<file path="src/rtl/sar_serial_pkg.sv">
package sar_serial_pkg;
  typedef enum logic [1:0] {
    PH_ADDR   = 2'd0,
    PH_SETTLE = 2'd1,
    PH_CONV   = 2'd2,
    PH_OUT    = 2'd3
  } phase_e;
endpackage

</file>
<file path="src/rtl/sar_addr_shift.sv">
// Address capture: a marker bit travels up the register; when it lands in
// the top position the low bits are the channel number.
module sar_addr_shift #(
  parameter int ADDR_W = 3
) (
  input  logic              clk,
  input  logic              clr,
  input  logic              en,
  input  logic              ser_in,
  output logic              framed,
  output logic [ADDR_W-1:0] addr_nxt
);
  localparam int SH_W = ADDR_W + 1;

  logic [SH_W-1:0] sh_q;
  logic [SH_W-1:0] sh_d;

  assign sh_d     = {sh_q[SH_W-2:0], ser_in};
  assign framed   = en & sh_d[SH_W-1];
  assign addr_nxt = sh_d[ADDR_W-1:0];

  always_ff @(posedge clk) begin
    if (clr) begin
      sh_q <= '0;
    end else if (en) begin
      sh_q <= sh_d;
    end
  end
endmodule

</file>
<file path="src/rtl/sar_engine.sv">
// Successive-approximation register: one trial per step, MSB first.
module sar_engine #(
  parameter int RES_W = 8
) (
  input  logic             clk,
  input  logic             clr,
  input  logic             load,
  input  logic             step,
  input  logic             cmp_above,
  output logic [RES_W-1:0] trial,
  output logic             last
);
  localparam logic [RES_W-1:0] TOP = {1'b1, {(RES_W-1){1'b0}}};

  logic [RES_W-1:0] mask_q;

  assign last = mask_q[0];

  always_ff @(posedge clk) begin
    if (clr) begin
      trial  <= '0;
      mask_q <= '0;
    end else if (load) begin
      trial  <= TOP;
      mask_q <= TOP;
    end else if (step) begin
      trial  <= (cmp_above ? trial : (trial & ~mask_q)) | (mask_q >> 1);
      mask_q <= mask_q >> 1;
    end
  end
endmodule

</file>
<file path="src/rtl/sar_readout.sv">
// Serial output: zero during settle, live comparator during trials, then
// an LSB-first replay paced either by the hold input or by every clock.
module sar_readout #(
  parameter int RES_W    = 8,
  parameter bit HAS_HOLD = 1'b1
) (
  input  logic             clk,
  input  logic             clr,
  input  logic             framed,
  input  logic             step,
  input  logic             last,
  input  logic             in_conv,
  input  logic             in_out,
  input  logic             hold,
  input  logic             cmp_above,
  input  logic [RES_W-1:0] result,
  output logic             ser_out,
  output logic             ser_oe
);
  localparam int              CW    = $clog2(RES_W + 1);
  localparam logic [CW-1:0]   LIMIT = CW'(RES_W);

  logic [CW-1:0]    ptr_q;
  logic [CW-1:0]    ptr_nx;
  logic [RES_W-1:0] shr;
  logic             bit_q;
  logic             adv;

  assign adv     = HAS_HOLD ? ~hold : 1'b1;
  assign ptr_nx  = ptr_q + 1'b1;
  assign shr     = result >> ptr_nx;
  assign ser_out = in_conv ? cmp_above : bit_q;

  always_ff @(posedge clk) begin
    if (clr) begin
      ser_oe <= 1'b0;
      bit_q  <= 1'b0;
      ptr_q  <= '0;
    end else begin
      if (framed) begin
        ser_oe <= 1'b1;
        bit_q  <= 1'b0;
      end
      if (step && last) begin
        bit_q <= cmp_above;
        ptr_q <= '0;
      end
      if (in_out && adv && (ptr_q < LIMIT)) begin
        ptr_q <= ptr_nx;
        bit_q <= shr[0];
      end
    end
  end
endmodule

</file>
<file path="src/rtl/sar_serial_ctrl.sv">
module sar_serial_ctrl
  import sar_serial_pkg::*;
#(
  parameter int ADDR_W   = 3,
  parameter int RES_W    = 8,
  parameter bit HAS_HOLD = 1'b1
) (
  input  logic              clk,
  input  logic              rst,
  input  logic              sel_n,
  input  logic              ser_in,
  input  logic              replay_hold,
  input  logic              cmp_above,
  output logic              ser_out,
  output logic              ser_oe,
  output logic              conv_busy,
  output logic [RES_W-1:0]  trial_code,
  output logic [ADDR_W-1:0] chan_sel
);
  phase_e            phase_q;
  logic              clr;
  logic              framed;
  logic              last;
  logic              step;
  logic [ADDR_W-1:0] addr_nxt;

  assign clr       = rst | sel_n;
  assign step      = (phase_q == PH_CONV);
  assign conv_busy = (phase_q == PH_SETTLE) || (phase_q == PH_CONV);

  always_ff @(posedge clk) begin
    if (clr) begin
      phase_q  <= PH_ADDR;
      chan_sel <= '0;
    end else begin
      case (phase_q)
        PH_ADDR: if (framed) begin
          phase_q  <= PH_SETTLE;
          chan_sel <= addr_nxt;
        end
        PH_SETTLE: phase_q <= PH_CONV;
        PH_CONV:   if (last) phase_q <= PH_OUT;
        default:   phase_q <= PH_OUT;
      endcase
    end
  end

  sar_addr_shift #(.ADDR_W(ADDR_W)) u_addr (
    .clk      (clk),
    .clr      (clr),
    .en       (phase_q == PH_ADDR),
    .ser_in   (ser_in),
    .framed   (framed),
    .addr_nxt (addr_nxt)
  );

  sar_engine #(.RES_W(RES_W)) u_eng (
    .clk       (clk),
    .clr       (clr),
    .load      (framed),
    .step      (step),
    .cmp_above (cmp_above),
    .trial     (trial_code),
    .last      (last)
  );

  sar_readout #(.RES_W(RES_W), .HAS_HOLD(HAS_HOLD)) u_out (
    .clk       (clk),
    .clr       (clr),
    .framed    (framed),
    .step      (step),
    .last      (last),
    .in_conv   (step),
    .in_out    (phase_q == PH_OUT),
    .hold      (replay_hold),
    .cmp_above (cmp_above),
    .result    (trial_code),
    .ser_out   (ser_out),
    .ser_oe    (ser_oe)
  );
endmodule

</file>
<file path="config.mk">
export PLATFORM = sky130hd
export DESIGN_NAME = sar_serial_ctrl
export DESIGN_NICKNAME = d
export VERILOG_FILES = /design/src/rtl/sar_serial_pkg.sv /design/src/rtl/sar_addr_shift.sv /design/src/rtl/sar_engine.sv /design/src/rtl/sar_readout.sv /design/src/rtl/sar_serial_ctrl.sv
export SDC_FILE = /design/constraint.sdc
export NUM_CORES = 1
export LEC_CHECK = 0
export ABC_AREA = 1
export BUFFER_PORTS_ARGS = -buffer_cell sky130_fd_sc_hd__buf_4
export CORE_ASPECT_RATIO = 0.75
export CORE_UTILIZATION = 45
export CTS_CLUSTER_DIAMETER = 200
export DETAILED_ROUTE_END_ITERATION = 10
export PLACE_DENSITY = 0.63
export SLEW_MARGIN = 20
export SYNTH_ARGS = -nofsm -noshare
export SYNTH_HDL_FRONTEND = slang
export SYNTH_SLANG_ARGS = --single-unit
</file>
<file path="constraint.sdc">
create_clock -name clk -period 2.8 [get_ports clk]
set_input_delay 0.28 -clock clk [delete_from_list [all_inputs] [get_ports clk]]
set_output_delay 0.28 -clock clk [all_outputs]
set_load 0.01 [all_outputs]
</file>
==> flow_summary.json, run 1 <==
{
  "status": "finished clean",
  "synth_compound_area_share_pct": 18.94,
  "wl_per_cell_um": 11.95,
  "cts_made_buffers": 5,
  "dr_total_vias": 1084,
  "ctsResizeCount": 0,
  "whs_path_depth": 3,
  "antenna_found_initial": 0,
  "grt_setup_unrepaired": "false",
  "power_leakage_nw": 0.5881,
  "synth_warnings": 0,
  "path_buf_inv": 3,
  "synth_seq_cells": 30,
  "rows": 16,
  "final_cell_mix": "nand2_1 (48), dfxtp_1 (30), a21oi_1 (25), buf_4 (19), inv_1 (14)",
  "grt_pass1_vias": 1001,
  "r2r_cells": 7,
  "yosysSeqAreaShare_pct": 46.38,
  "synth_cell_types": 23,
  "synth_xor_area_share_pct": 0.6763,
  "hold_start": "ser_in",
  "netlist_area_sq_um": 1295,
  "required_ps": 2520,
  "pwr_density_cell_nw_per_um2": 506.0,
  "clkLatencyLatePin_ps": 280,
  "min_period_ps": 1848,
  "r2r_end": "phase_q[1]",
  "wirelength_um": 2628,
  "synth_area_leaders": "dfxtp_1 (46%), nand2_1 (14%), a21oi_1 (9.7%), ha_1 (4.8%), o21ai_0 (4.6%)",
  "synth_top_family_by_area": "simple AND/OR/NAND/NOR gates",
  "final_nets": 195,
  "die_width_um": 63.95,
  "clkPwrFrac_pct": 41.3,
  "die_y_um": 48.46,
  "dieArea_sq_um": 3098,
  "drv_cap": 0,
  "clock_path_buffers": 2,
  "final_util_pct": 57.33,
  "diodes": 0,
  "hold_viol": 0,
  "drt-pass1-iter-count": 4,
  "area_growth_pct": 17.87,
  "antenna_left": 0,
  "min_to": "chan_sel[0]",
  "final.period_utilization_pct": 65.99,
  "synth_adder_area_share_pct": 4.831,
  "drt-initial-drc-count": 18,
  "syn_inst": 162,
  "grt_max_degree": 15,
  "nFillCells": 253,
  "drc": 0,
  "h-tree-depth": 2,
  "power.internal_mw": 0.6030,
  "synth_simple_gate_area_share_pct": 21.64,
  "tns_ps": 0,
  "hold_class": "in2reg",
  "cp_top_family": "adder cells",
  "synthesis.nets": 173,
  "rrSetupSlack_ps": 1240,
  "endpoint_kind": "output port",
  "synth_top_area_share_pct": 46.38,
  "drive_gt1_share_pct": 20.65,
  "synth_mux_area_share_pct": 0,
  "relSlewSlack_pct": 69.80,
  "fmax_ghz": 0.5412,
  "clkSinkCount": 30,
  "skew_ps": 3.484,
  "grt_overflow_total": 0,
  "cp-start-kind": "flop",
  "critPathMaxFanout": 11,
  "path_cells": "inv_1, ha_1, inv_4, nor2_4, a21oi_1, buf_4",
  "vias_per_cell": 4.927,
  "combPwrFrac_pct": 3.1,
  "gp_congestion": 0.7532,
  "max_stage_delay_ps": 400,
  "port_buffers": 19,
  "sw_frac_of_total_pct": 21.93,
  "worstPathArrival_ps": 1570,
  "r2r-start": "phase_q[0]",
  "worst_pin_slew_ps": 451.8,
  "detailed_place_hpwl_um": 1976,
  "clk_pin_slew_ps": 60,
  "ios": 20,
  "cts_tree": "done",
  "p_sw_mw": 0.1694,
  "final_common_cell": "nand2_1",
  "pwr-share-seq_pct": 55.6,
  "slew_violations": 0,
  "setup_viol_count_final": 0,
  "post_cts_buffers": 0,
  "synth.avg_cell_area_sq_um": 7.994,
  "crit_slowest_cell": "ha_1",
  "core_area_sq_um": 2663,
  "cts_hold_buf": 0,
  "yosysTopAreaCell": "dfxtp_1",
  "peakVddDrop_mv": 0.3318,
  "grt_usage_pct": 19.08,
  "initial_core_util_pct": 48.64,
  "grt_pass1_wl_um": 4422,
  "critical_path_class": "reg2out",
  "clockRootBuffer": "clkbuf_8"
}
-- sequential cells by signal, indices dropped and copies added (netlist names) --
| name | count |
|---|---|
| chan_sel | 3 |
| u_eng.trial | 8 |
| u_eng.mask_q | 8 |
| u_addr.sh_q | 3 |
| u_out.ptr_q | 4 |
| phase_q | 2 |
| u_out.bit_q | 1 |
| u_out.ser_oe | 1 |
-- worst max-delay path by stage --
stage	start	end	slack [ps]	cells after the start
finish	phase_q[0]	ser_out	950	6
floorplan	phase_q[0]	ser_out	1380	7
global route	phase_q[1]	ser_out	820	5
global placement	phase_q[0]	ser_out	1280	6
CTS	phase_q[0]	ser_out	940	6
detailed placement	phase_q[0]	ser_out	1250	6
-- layout make-up --
class                      instances  area [sq um]  share of cell area, %
clock buffer                       5         68.82                  4.508
clock inverter                     2         10.01                 0.6557
inverter                          16         62.56                  4.098
multi-input combinational        112         596.8                  39.10
sequential                        30         600.6                  39.34
tap                               36         45.04                  2.951
timing repair buffer              19         142.6                  9.344
-- cell usage after synthesis --
master / instances
ha_1: 5
inv_4: 1
a21oi_2: 3
nor2_1: 3
nand2_2: 1
nand2_1: 48
nand3_1: 6
a21oi_1: 25
clkinv_1: 1
o21ai_4: 1
nor2_4: 2
clkbuf_2: 1
o21ai_2: 1
a2bb2oi_1: 1
buf_6: 2
o21ai_0: 12
or2_4: 1
nand2_4: 1
inv_1: 14
dfxtp_1: 30
xnor2_1: 1
nor3_2: 1
buf_4: 1
-- cells by family after synthesis --
group / after synthesis
AO/OA/AOI/OAI: 43
XOR/XNOR: 1
adder cells (fa/ha/maj): 5
buffers and inverters: 20
flip-flops: 30
AND/OR/NAND/NOR: 63
-- per-layer routing --
layer | wire length [um] | GRT usage [%]
met1 | 1278 | 24.81
met2 | 1218 | 28.37
met3 | 82 | 5.660
met4 | 48 | 10.23
met5 | 0 | 0
-- power groups by stage --
stage                     registers [mW]  clock network [mW]  logic (mW)
after global routing               0.429               0.348      0.0265
final                              0.429               0.319      0.0243
after CTS                          0.429               0.331      0.0243
after global placement             0.439                   0      0.0233
after floorplan                    0.439                   0      0.0131
after detailed placement           0.439                   0      0.0242
-- metrics by stage --
stage	cell area (sq um)	total power [mW]	setup WS (ps)	std cells	hold WS [ps]
after detailed placement	1448	0.4631	1250	213	453.6
after global placement	1448	0.4622	1279	213	451.2
after floorplan	1295	0.4518	1380	162	435.9
after global routing	1526	0.8042	821.0	220	279.9
after CTS	1526	0.7844	941.4	220	270.9
final	1526	0.7724	952.3	220	277.7
-- tightest hold or removal path, stage by stage --
cell and delay, ps:
buf_4 80, o21ai_0 80, nor2_1 80
(Power assumes the default switching activity.)
==> run 2, diff against run 1 <==
==> constraint.sdc (replaced) <==
create_clock -name clk -period 1.8 [get_ports clk]
set_input_delay 0.18 -clock clk [delete_from_list [all_inputs] [get_ports clk]]
set_output_delay 0.18 -clock clk [all_outputs]
set_load 0.01 [all_outputs]
==> flow_summary.json, run 2 (synthesis gave the netlist of run 1 again) <==
{
  "status": "finished clean",
  "hold_class": "in2reg",
  "slew_violations": 0,
  "antenna_left": 0,
  "nFillCells": 267,
  "r2r-start": "phase_q[1]",
  "met2_length_um": 1281,
  "worstPathArrival_ps": 1470,
  "clock_path_buffers": 2,
  "fmax_ghz": 0.6059,
  "multi_input_area_sq_um": 599.3,
  "drt-initial-drc-count": 26,
  "clkSinkCount": 30,
  "final_nets": 196,
  "cts_hold_buf": 0,
  "relSlewSlack_pct": 70.91,
  "reg.largest.list": "u_eng.mask_q x8, u_eng.trial x8, u_out.ptr_q x4",
  "setup_viol_count_final": 0,
  "dieArea_sq_um": 3098,
  "path_cells": "inv_1, ha_2, inv_4, nor2_4, a21oi_1, buf_4",
  "grt_max_degree": 15,
  "critical_path_class": "reg2out",
  "clockRootBuffer": "clkbuf_8",
  "diodes": 0,
  "met1_length_um": 1339,
  "drc": 0,
  "cp_top_family": "buffers and inverters",
  "grt_overflow_total": 0,
  "r2r_cells": 9,
  "regArea_sq_um": 600.6,
  "clkLatencyLatePin_ps": 270,
  "max_stage_delay_ps": 360,
  "power_leakage_nw": 0.5966,
  "final.period_utilization_pct": 91.69,
  "endpoint_kind": "output port",
  "crit_slowest_cell": "dfxtp_1",
  "cts_tree": "done",
  "critPathMaxFanout": 11,
  "drive_gt1_share_pct": 21.51,
  "wirelength_um": 2721,
  "core_area_sq_um": 2663,
  "rrSetupSlack_ps": 280,
  "clk_pin_slew_ps": 60,
  "drv_cap": 0,
  "area_growth_pct": 19.61,
  "r2r_end": "u_out.bit_q",
  "hold_start": "ser_in",
  "antenna_found_initial": 0,
  "rows": 16,
  "worst_pin_slew_ps": 435.3,
  "die_width_um": 63.95,
  "skew_ps": 5.134,
  "die_y_um": 48.46,
  "post_dp_cell_area_sq_um": 1455,
  "gp_congestion": 0.7811,
  "hold_viol": 0,
  "peakVddDrop_mv": 0.4783,
  "pwr_density_cell_nw_per_um2": 809.6,
  "min_period_ps": 1650,
  "port_buffers": 19,
  "cp-start-kind": "flop",
  "highest_layer": "met4",
  "h-tree-depth": 2,
  "initial_core_util_pct": 48.64,
  "wl_per_cell_um": 12.26,
  "grt_pass1_wl_um": 4574,
  "detailed_place_hpwl_um": 2059,
  "cts_made_buffers": 5,
  "grt_usage_pct": 19.35,
  "grt_pass1_vias": 1038,
  "dr_total_vias": 1099,
  "tns_ps": 0,
  "post_cts_buffers": 0,
  "final_common_cell": "nand2_1",
  "drt-pass1-iter-count": 4,
  "whs_path_depth": 3,
  "ios": 20,
  "ctsResizeCount": 0,
  "required_ps": 1620,
  "dr_wl_met3_um": 92,
  "path_buf_inv": 3,
  "vias_per_cell": 4.950,
  "final_cell_mix": "nand2_1 (48), dfxtp_1 (30), a21oi_1 (25), buf_4 (20), inv_1 (14)",
  "min_to": "chan_sel[0]",
  "fin_area_sq_um": 1549,
  "grt_setup_unrepaired": "false"
}
-- run 2: cell types whose count changed in the layout (fill, tap and decap cells not counted), sizes merged --
cell,change
buf,+1
clkbuf,+2
clkinv,-1
-- run 2: worst max path at each step --
stage / start / endpoint / slack, ps / depth (start not counted)
floorplan: phase_q[0] / ser_out / 480 / 7
global placement: phase_q[0] / phase_q[1] / 320 / 7
detailed placement: phase_q[0] / phase_q[1] / 240 / 7
CTS: phase_q[0] / ser_out / 20 / 6
global route: phase_q[0] / ser_out / 50 / 6
finish: phase_q[0] / ser_out / 150 / 6
-- run 2: area by class of cell --
class / instances / share of cell area [%]
sequential: 30 / 38.77
multi-input combinational: 112 / 38.69
timing repair buffer: 20 / 9.693
clock buffer: 7 / 5.573
inverter: 16 / 4.039
tap: 36 / 2.908
clock inverter: 1 / 0.3231
-- run 2: report_power, final --
part           leakage, nW  switching (mW)  internal (mW)
Clock               0.0482           0.239          0.308
Sequential           0.242         0.00178          0.666
Combinational        0.307          0.0243         0.0148
Total                0.597           0.265          0.989
-- run 2: per-stage QoR --
| step | utilization (%) | cells | total power, mW | hold slack (ps) | setup slack [ps] |
|---|---|---|---|---|---|
| 2_1_floorplan | - | 162 | 0.7028 | 335.9 | 480.4 |
| 3_3_place_gp | 54.65 | 214 | 0.7206 | 452.0 | 316.6 |
| 3_5_place_dp | 54.65 | 214 | 0.7218 | 453.9 | 235.2 |
| 4_1_cts | 58.08 | 222 | 1.265 | 173.1 | 24.85 |
| 5_1_grt | 58.18 | 222 | 1.309 | 204.9 | 48.08 |
| 6_report | 58.18 | 222 | 1.254 | 175.5 | 149.5 |
-- run 2: metal layers --
metal / vias up / track usage, %
met5: - / 0
met4: 0 / 5.682
met3: 2 / 6.368
met2: 14 / 30.85
met1: 515 / 24.85
li1: 568 / -
-- run 2: worst register-to-register path: stages, from the launching register on --
cell     delay (ps)
dfxtp_1         400
inv_1            90
ha_1            270
nand2_4         130
inv_1           110
o21ai_0         160
nand2_1          80
nand2_1          60
nand2_1          60
a21oi_2         100
